--- config.mk ---
export PLATFORM = sky130hd
export DESIGN_NAME = sair_rx_top
export DESIGN_NICKNAME = d
export VERILOG_FILES = /design/src/rtl/sair_pkg.sv /design/src/rtl/sair_sync.sv /design/src/rtl/sair_clksel.sv /design/src/rtl/sair_lane.sv /design/src/rtl/sair_hold.sv /design/src/rtl/sair_rx_top.sv
export SDC_FILE = /design/constraint.sdc
export NUM_CORES = 1
export LEC_CHECK = 0
export BUFFER_PORTS_ARGS = -buffer_cell sky130_fd_sc_hd__buf_4
export CAP_MARGIN = 20
export CORE_ASPECT_RATIO = 0.9
export CORE_MARGIN = 2
export CORE_UTILIZATION = 59
export DETAILED_ROUTE_END_ITERATION = 16
export PLACE_DENSITY = 0.8
export RECOVER_POWER = 25
export SLEW_MARGIN = 25
export SYNTH_ARGS = -nofsm -noshare
export SYNTH_HDL_FRONTEND = slang
export SYNTH_SLANG_ARGS = --single-unit
--- constraint.sdc ---
create_clock -name clk -period 2.2 [get_ports clk]
set_clock_uncertainty 0.1 [all_clocks]
set_input_delay 0.22 -clock clk [delete_from_list [all_inputs] [get_ports clk]]
set_output_delay 0.22 -clock clk [all_outputs]
set_load 0.02 [all_outputs]
--- src/rtl/sair_pkg.sv ---
package sair_pkg;
  typedef struct packed {
    logic lr_ext;
    logic bclk_ext;
    logic wide;
    logic lsb_first;
  } sair_mode_t;
endpackage

--- src/rtl/sair_sync.sv ---
module sair_sync #(
  parameter int W      = 1,
  parameter int STAGES = 2
) (
  input  logic         clk,
  input  logic         rst_n,
  input  logic [W-1:0] d,
  output logic [W-1:0] q
);
  logic [W-1:0] chain [STAGES];

  always_ff @(posedge clk or negedge rst_n) begin
    if (!rst_n) begin
      for (int i = 0; i < STAGES; i++) chain[i] <= '0;
    end else begin
      chain[0] <= d;
      for (int i = 1; i < STAGES; i++) chain[i] <= chain[i-1];
    end
  end

  assign q = chain[STAGES-1];
endmodule

--- src/rtl/sair_clksel.sv ---
module sair_clksel
  import sair_pkg::*;
(
  input  sair_mode_t mode,
  input  logic       int_lr_s,
  input  logic       int_b32_s,
  input  logic       int_b64_s,
  input  logic       ext_lr_s,
  input  logic       ext_bclk_s,
  output logic       lr_sel,
  output logic       bclk_sel
);
  always_comb begin
    lr_sel = mode.lr_ext ? ext_lr_s : int_lr_s;
    if (mode.bclk_ext)  bclk_sel = ext_bclk_s;
    else if (mode.wide) bclk_sel = int_b64_s;
    else                bclk_sel = int_b32_s;
  end
endmodule

--- src/rtl/sair_lane.sv ---
module sair_lane
  import sair_pkg::*;
#(
  parameter int SAMPLE_W = 24,
  parameter int SHORT_W  = 16
) (
  input  logic                clk,
  input  logic                rst_n,
  input  sair_mode_t          mode,
  input  logic                bclk_s,
  input  logic                lr_s,
  input  logic                data_s,
  output logic                pair_stb,
  output logic [SAMPLE_W-1:0] left_word,
  output logic [SAMPLE_W-1:0] right_word
);
  localparam int PAD_W = SAMPLE_W - SHORT_W;

  logic                bclk_q;
  logic                rise;
  logic [SAMPLE_W-1:0] shreg;
  logic [SAMPLE_W-1:0] shreg_rev;
  logic [SAMPLE_W-1:0] word;
  logic                lr_last;
  logic                primed;
  logic                have_left;
  sair_mode_t          mode_q;
  logic                mode_chg;

  assign rise     = bclk_s & ~bclk_q;
  assign mode_chg = (mode != mode_q);

  always_comb begin
    for (int i = 0; i < SAMPLE_W; i++) shreg_rev[i] = shreg[SAMPLE_W-1-i];
  end

  // Word extraction: the newest bits sit at the low end of shreg.
  always_comb begin
    if (mode.wide) begin
      word = mode.lsb_first ? shreg_rev : shreg;
    end else if (mode.lsb_first) begin
      word = {shreg_rev[SAMPLE_W-1:PAD_W], {PAD_W{1'b0}}};
    end else begin
      word = {shreg[SHORT_W-1:0], {PAD_W{1'b0}}};
    end
  end

  always_ff @(posedge clk or negedge rst_n) begin
    if (!rst_n) begin
      bclk_q     <= 1'b0;
      shreg      <= '0;
      lr_last    <= 1'b0;
      primed     <= 1'b0;
      have_left  <= 1'b0;
      mode_q     <= '0;
      pair_stb   <= 1'b0;
      left_word  <= '0;
      right_word <= '0;
    end else begin
      bclk_q   <= bclk_s;
      mode_q   <= mode;
      pair_stb <= 1'b0;
      if (mode_chg) begin
        primed    <= 1'b0;
        have_left <= 1'b0;
        shreg     <= '0;
      end else if (rise) begin
        shreg   <= {shreg[SAMPLE_W-2:0], data_s};
        lr_last <= lr_s;
        primed  <= 1'b1;
        if (primed && (lr_s != lr_last)) begin
          if (lr_last) begin
            left_word <= word;
            have_left <= 1'b1;
          end else begin
            if (have_left) begin
              right_word <= word;
              pair_stb   <= 1'b1;
            end
            have_left <= 1'b0;
          end
        end
      end
    end
  end
endmodule

--- src/rtl/sair_hold.sv ---
module sair_hold #(
  parameter int SAMPLE_W = 24
) (
  input  logic                clk,
  input  logic                rst_n,
  input  logic                pair_stb,
  input  logic [SAMPLE_W-1:0] left_in,
  input  logic [SAMPLE_W-1:0] right_in,
  input  logic                ready,
  output logic                valid,
  output logic [SAMPLE_W-1:0] left_out,
  output logic [SAMPLE_W-1:0] right_out
);
  always_ff @(posedge clk or negedge rst_n) begin
    if (!rst_n) begin
      valid     <= 1'b0;
      left_out  <= '0;
      right_out <= '0;
    end else if (pair_stb) begin
      valid     <= 1'b1;
      left_out  <= left_in;
      right_out <= right_in;
    end else if (ready) begin
      valid <= 1'b0;
    end
  end
endmodule

--- src/rtl/sair_rx_top.sv ---
module sair_rx_top
  import sair_pkg::*;
#(
  parameter int NUM_PORTS   = 2,
  parameter int SAMPLE_W    = 24,
  parameter int SHORT_W     = 16,
  parameter int SYNC_STAGES = 2
) (
  input  logic                          clk,
  input  logic                          rst_n,
  input  logic                          int_lr,
  input  logic                          int_bclk32,
  input  logic                          int_bclk64,
  input  logic [NUM_PORTS-1:0]          ext_lr,
  input  logic [NUM_PORTS-1:0]          ext_bclk,
  input  logic [NUM_PORTS-1:0]          sdata,
  input  logic [NUM_PORTS-1:0]          cfg_lr_ext,
  input  logic [NUM_PORTS-1:0]          cfg_bclk_ext,
  input  logic [NUM_PORTS-1:0]          cfg_wide,
  input  logic [NUM_PORTS-1:0]          cfg_lsb_first,
  input  logic [NUM_PORTS-1:0]          out_ready,
  output logic [NUM_PORTS-1:0]          out_valid,
  output logic [NUM_PORTS*SAMPLE_W-1:0] out_left,
  output logic [NUM_PORTS*SAMPLE_W-1:0] out_right
);
  logic [2:0]           int_s;
  logic [NUM_PORTS-1:0] pair_stb;

  sair_sync #(.W(3), .STAGES(SYNC_STAGES)) i_sync_int (
    .clk (clk),
    .rst_n (rst_n),
    .d ({int_lr, int_bclk32, int_bclk64}),
    .q (int_s)
  );

  for (genvar p = 0; p < NUM_PORTS; p++) begin : g_port
    logic [2:0]          pin_s;
    sair_mode_t          mode;
    logic                lr_sel;
    logic                bclk_sel;
    logic [SAMPLE_W-1:0] lw;
    logic [SAMPLE_W-1:0] rw;

    assign mode = '{lr_ext: cfg_lr_ext[p], bclk_ext: cfg_bclk_ext[p],
                    wide: cfg_wide[p], lsb_first: cfg_lsb_first[p]};

    sair_sync #(.W(3), .STAGES(SYNC_STAGES)) i_sync_pin (
      .clk (clk),
      .rst_n (rst_n),
      .d ({ext_lr[p], ext_bclk[p], sdata[p]}),
      .q (pin_s)
    );

    sair_clksel i_clksel (
      .mode (mode),
      .int_lr_s (int_s[2]),
      .int_b32_s (int_s[1]),
      .int_b64_s (int_s[0]),
      .ext_lr_s (pin_s[2]),
      .ext_bclk_s (pin_s[1]),
      .lr_sel (lr_sel),
      .bclk_sel (bclk_sel)
    );

    sair_lane #(.SAMPLE_W(SAMPLE_W), .SHORT_W(SHORT_W)) i_lane (
      .clk (clk),
      .rst_n (rst_n),
      .mode (mode),
      .bclk_s (bclk_sel),
      .lr_s (lr_sel),
      .data_s (pin_s[0]),
      .pair_stb (pair_stb[p]),
      .left_word (lw),
      .right_word (rw)
    );

    sair_hold #(.SAMPLE_W(SAMPLE_W)) i_hold (
      .clk (clk),
      .rst_n (rst_n),
      .pair_stb (pair_stb[p]),
      .left_in (lw),
      .right_in (rw),
      .ready (out_ready[p]),
      .valid (out_valid[p]),
      .left_out (out_left[p*SAMPLE_W +: SAMPLE_W]),
      .right_out (out_right[p*SAMPLE_W +: SAMPLE_W])
    );
  end
endmodule

==> flow_metrics.py <==
metrics = {
    "sta": {
        "rsz0062_at_grt": "false",
        "period_share_pct": 92.8,
        "fmax_ghz": 0.490,
        "finalMaxSlewViolations": 0,
        "holdWs_ps": 61.5,
        "fin_crit_ps": 2040,
        "tns_ps": 0,
        "worstMarginPinSlew_ps": 1150,
        "finalHoldViolCount": 0,
        "setup_viol": 0,
        "max_slew_margin_pct": 23.5,
    },
    "min_path": {
        "worstHoldPathCells": 2,
        "whs_endpoint": "g_port[1].i_lane.mode_q[0]$_DFF_PN0_",
        "worstHoldStart": "cfg_lsb_first[1]",
        "hp-class": "input pin to flip-flop",
    },
    "synth": {
        "yosysSeqAreaShare_pct": 61.1,
        "avgSynthCellArea_um2": 14.3,
        "synth.net_count": 819,
        "synth_seq_cells": 278,
        "yosysTopAreaCell": "dfrtp_1",
        "synthArstFlopShare_pct": 100,
        "synth_flop_cell": "dfrtp_1",
        "syn_inst": 798,
        "yosysWarnings": 0,
        "synthTopCellsByCount": "dfrtp_1 (278), mux2_2 (189), mux2i_1 (100)",
        "netlist.area_leader.share_pct": 61.1,
        "synth.area.top_cells": "dfrtp_1 (61%), mux2_2 (19%), mux2i_1 (8.8%)",
        "syn_area_mm2": 0.0114,
        "yosysMostFrequentCell": "dfrtp_1",
        "synth.distinct_cells": 26,
        "synth_edf_count": 0,
    },
    "critical_path": {
        "crit_path_start_kind": "input pin",
        "crit_path_max_fanout": 24,
        "crit_slowest_cell": "dlygate4sd3_1",
        "cp_num_buf_inv": 3,
        "path_cells": "dlygate4sd3_1 > clkbuf_1 > xnor2_1 > nand4_1 > nor3_4 > buf_12 > mux2_2",
        "crit_family": "buffers and inverters",
        "critPathRequiredTime_ps": 2510,
        "worst-setup-path-type": "input pin to flip-flop",
        "ff2ff_setup_slack_ps": 210,
        "slowest_delay_ps": 540,
        "r2r-end": "g_port[1].i_lane.left_word[6]$_DFFE_PN0P_",
        "crit_arrival_ps": 2350,
        "regToRegStartpoint": "g_port[1].i_lane.mode_q[3]$_DFF_PN0_",
        "reg2regPathDepth": 5,
        "crit_path_end_kind": "flip-flop",
    },
    "detailed_routing": {
        "drc": 0,
        "drtAntennaViolNets": 0,
        "vias": 6602,
        "wirelength_um": 21500,
        "avgRoutedWirePerCell_um": 17.7,
        "first_pass_iters": 4,
        "drtIter0Drc": 343,
        "vias_per_cell": 5.45,
    },
    "cells_and_area": {
        "num-nets-final": 960,
        "drive_above_1_share_pct": 39.5,
        "fillerInstances": 1281,
        "fin_util_pct": 72.3,
        "seqCellArea_mm2": 0.00696,
        "n_antenna_cell": 0,
        "multi_input_area_mm2": 0.00411,
        "areaGrowthSynthToFinish_pct": 20.8,
    },
    "floorplanning": {
        "num_io_pins": 119,
        "die_w_um": 150,
        "rows": 48,
        "start_util_pct": 59.8,
        "core_mm2": 0.0190,
        "die_area_mm2": 0.0204,
        "die_h_um": 136,
    },
    "place": {
        "numPortBuffers": 118,
        "dp_hpwl_um": 13800,
        "gp_congestion": 0.785,
    },
    "global_route": {
        "grt-ovfl-total": 0,
        "grt_pass1_wl_um": 35700,
        "grt_max_degree": 80,
        "grt_use_total_pct": 22.0,
        "antenna_found_initial": 0,
        "grt_pass1_vias": 6762,
    },
    "clock_tree": {
        "clockBufferDepth": 3,
        "cts_tree": "yes",
        "cts-root-buf": "clkbuf_16",
        "clk_pin_slew_ps": 60,
        "clock-sinks": 278,
        "cts_buffers": 28,
        "insertion_delay_ps": 530,
        "post-cts-setup-buffer-count": 0,
        "h-tree-depth": 1,
    },
    "status": {
        "status": "finished, final reports clean",
    },
    "pwr": {
        "leakage_nw": 6.84,
        "power.density_mw_per_mm2": 773,
        "peakVddDrop_mv": 0.643,
    },
    "flow_run": {
        "maxCapViolCount": 0,
    },
}
==> stage by stage <==
| stage | setup slack, ps | cells | power, mW | cell area [um2] |
|---|---|---|---|---|
| 2_1_floorplan | 380 | 798 | 5.48 | 11400 |
| 5_1_grt | 82.2 | 1211 | 11.0 | 13800 |
| 4_1_cts | 189 | 1211 | 10.8 | 13800 |
| 3_3_place_gp | 315 | 1141 | 5.66 | 12600 |
| 6_report | 159 | 1211 | 10.6 | 13800 |
| 3_5_place_dp | 237 | 1141 | 5.67 | 12600 |
==> worst reg2reg max path: stages, from the launching register on <==
cell,delay (ps)
dfrtp_1,370
xnor2_1,170
nand4_1,320
nor3_4,310
buf_12,230
mux2_2,370
==> cells in the final DEF, fill, tap and decap left out, types with 2 or more instances in the layout <==
cell type	count
o2111ai_4	2
clkinv_2	4
nand2_1	34
bufinv_16	4
dfrtp_1	277
xnor2_1	8
inv_1	8
o21a_1	2
nor2b_1	18
clkbuf_8	8
a21o_1	2
a21oi_1	2
clkbuf_16	29
clkinvlp_4	2
buf_4	116
dlygate4sd3_1	18
or3_1	2
nand4_1	2
clkbuf_1	9
clkbuf_4	11
nor2_1	52
o211a_1	2
nor3_4	4
buf_12	10
mux2_2	189
mux2_1	7
mux2i_1	100
nand2b_1	2
o21ai_0	34
nor3_1	2
==> repair_timing <==
item / CTS / global route
hold buffers: 18 / 0
endpoints found under the hold margin: 91 / 0
resized for setup: 0 / 0
==> worst max-delay path by stage <==
stage / start / end / depth (start not counted)
detailed placement: g_port[1].i_lane.mode_q[0]$_DFF_PN0_ / g_port[1].i_lane.left_word[1]$_DFFE_PN0P_ / 5
finish: cfg_lr_ext[1] / g_port[1].i_lane.left_word[6]$_DFFE_PN0P_ / 7
floorplan: cfg_lsb_first[1] / g_port[1].i_lane.right_word[0]$_DFFE_PN0P_ / 6
global placement: cfg_lr_ext[0] / g_port[0].i_lane.right_word[17]$_DFFE_PN0P_ / 6
global route: cfg_lr_ext[1] / g_port[1].i_lane.left_word[9]$_DFFE_PN0P_ / 7
CTS: g_port[1].i_lane.mode_q[3]$_DFF_PN0_ / g_port[1].i_lane.left_word[6]$_DFFE_PN0P_ / 5
==> power by group <==
group	leakage [nW]	internal, mW	switching, mW
logic	2.53	0.152	0.257
registers	3.81	5.15	0.0230
clock network	0.493	3.14	1.91
total	6.84	8.45	2.19
==> cells by family (layout without fill, tap and decap cells) <==
logic type | after synthesis | in the layout | share of synthesized area (%)
mux | 296 | 296 | 28.2
flops | 278 | 278 | 61.1
simple gates | 116 | 116 | 4.81
buf+inv | 56 | 219 | 2.81
compound gates | 44 | 44 | 2.48
xor+xnor | 8 | 8 | 0.615
==> cell type report <==
| class | instances | area share [%] |
|---|---|---|
| clock buffers | 42 | 6.21 |
| clock inverters | 10 | 1.13 |
| inverters | 8 | 0.218 |
| multi-input cells | 464 | 29.8 |
| flip-flops and latches | 278 | 50.5 |
| well taps | 250 | 2.27 |
| repair buffers | 159 | 9.80 |
==> state kept, by name, indices dropped and copies added, names as in the netlist, 3 cells and up <==
signal,cells
g_port.i_hold.left_out,48
g_port.i_hold.right_out,48
g_port.i_lane.left_word,48
g_port.i_lane.mode_q,8
g_port.i_lane.right_word,48
g_port.i_lane.shreg,48
g_port.i_sync_pin.chain,6
g_port.i_sync_pin.q,6
i_sync_int.chain,3
i_sync_int.q,3
==> metal layers <==
metal / part of all wire (%) / GRT usage, %
met1: 48 / 34.2
met4: 1.7 / 5.14
met5: 0 / 0
met3: 4.5 / 3.76
met2: 45 / 32.7
Note: power is estimated with default switching activity, not from simulation.
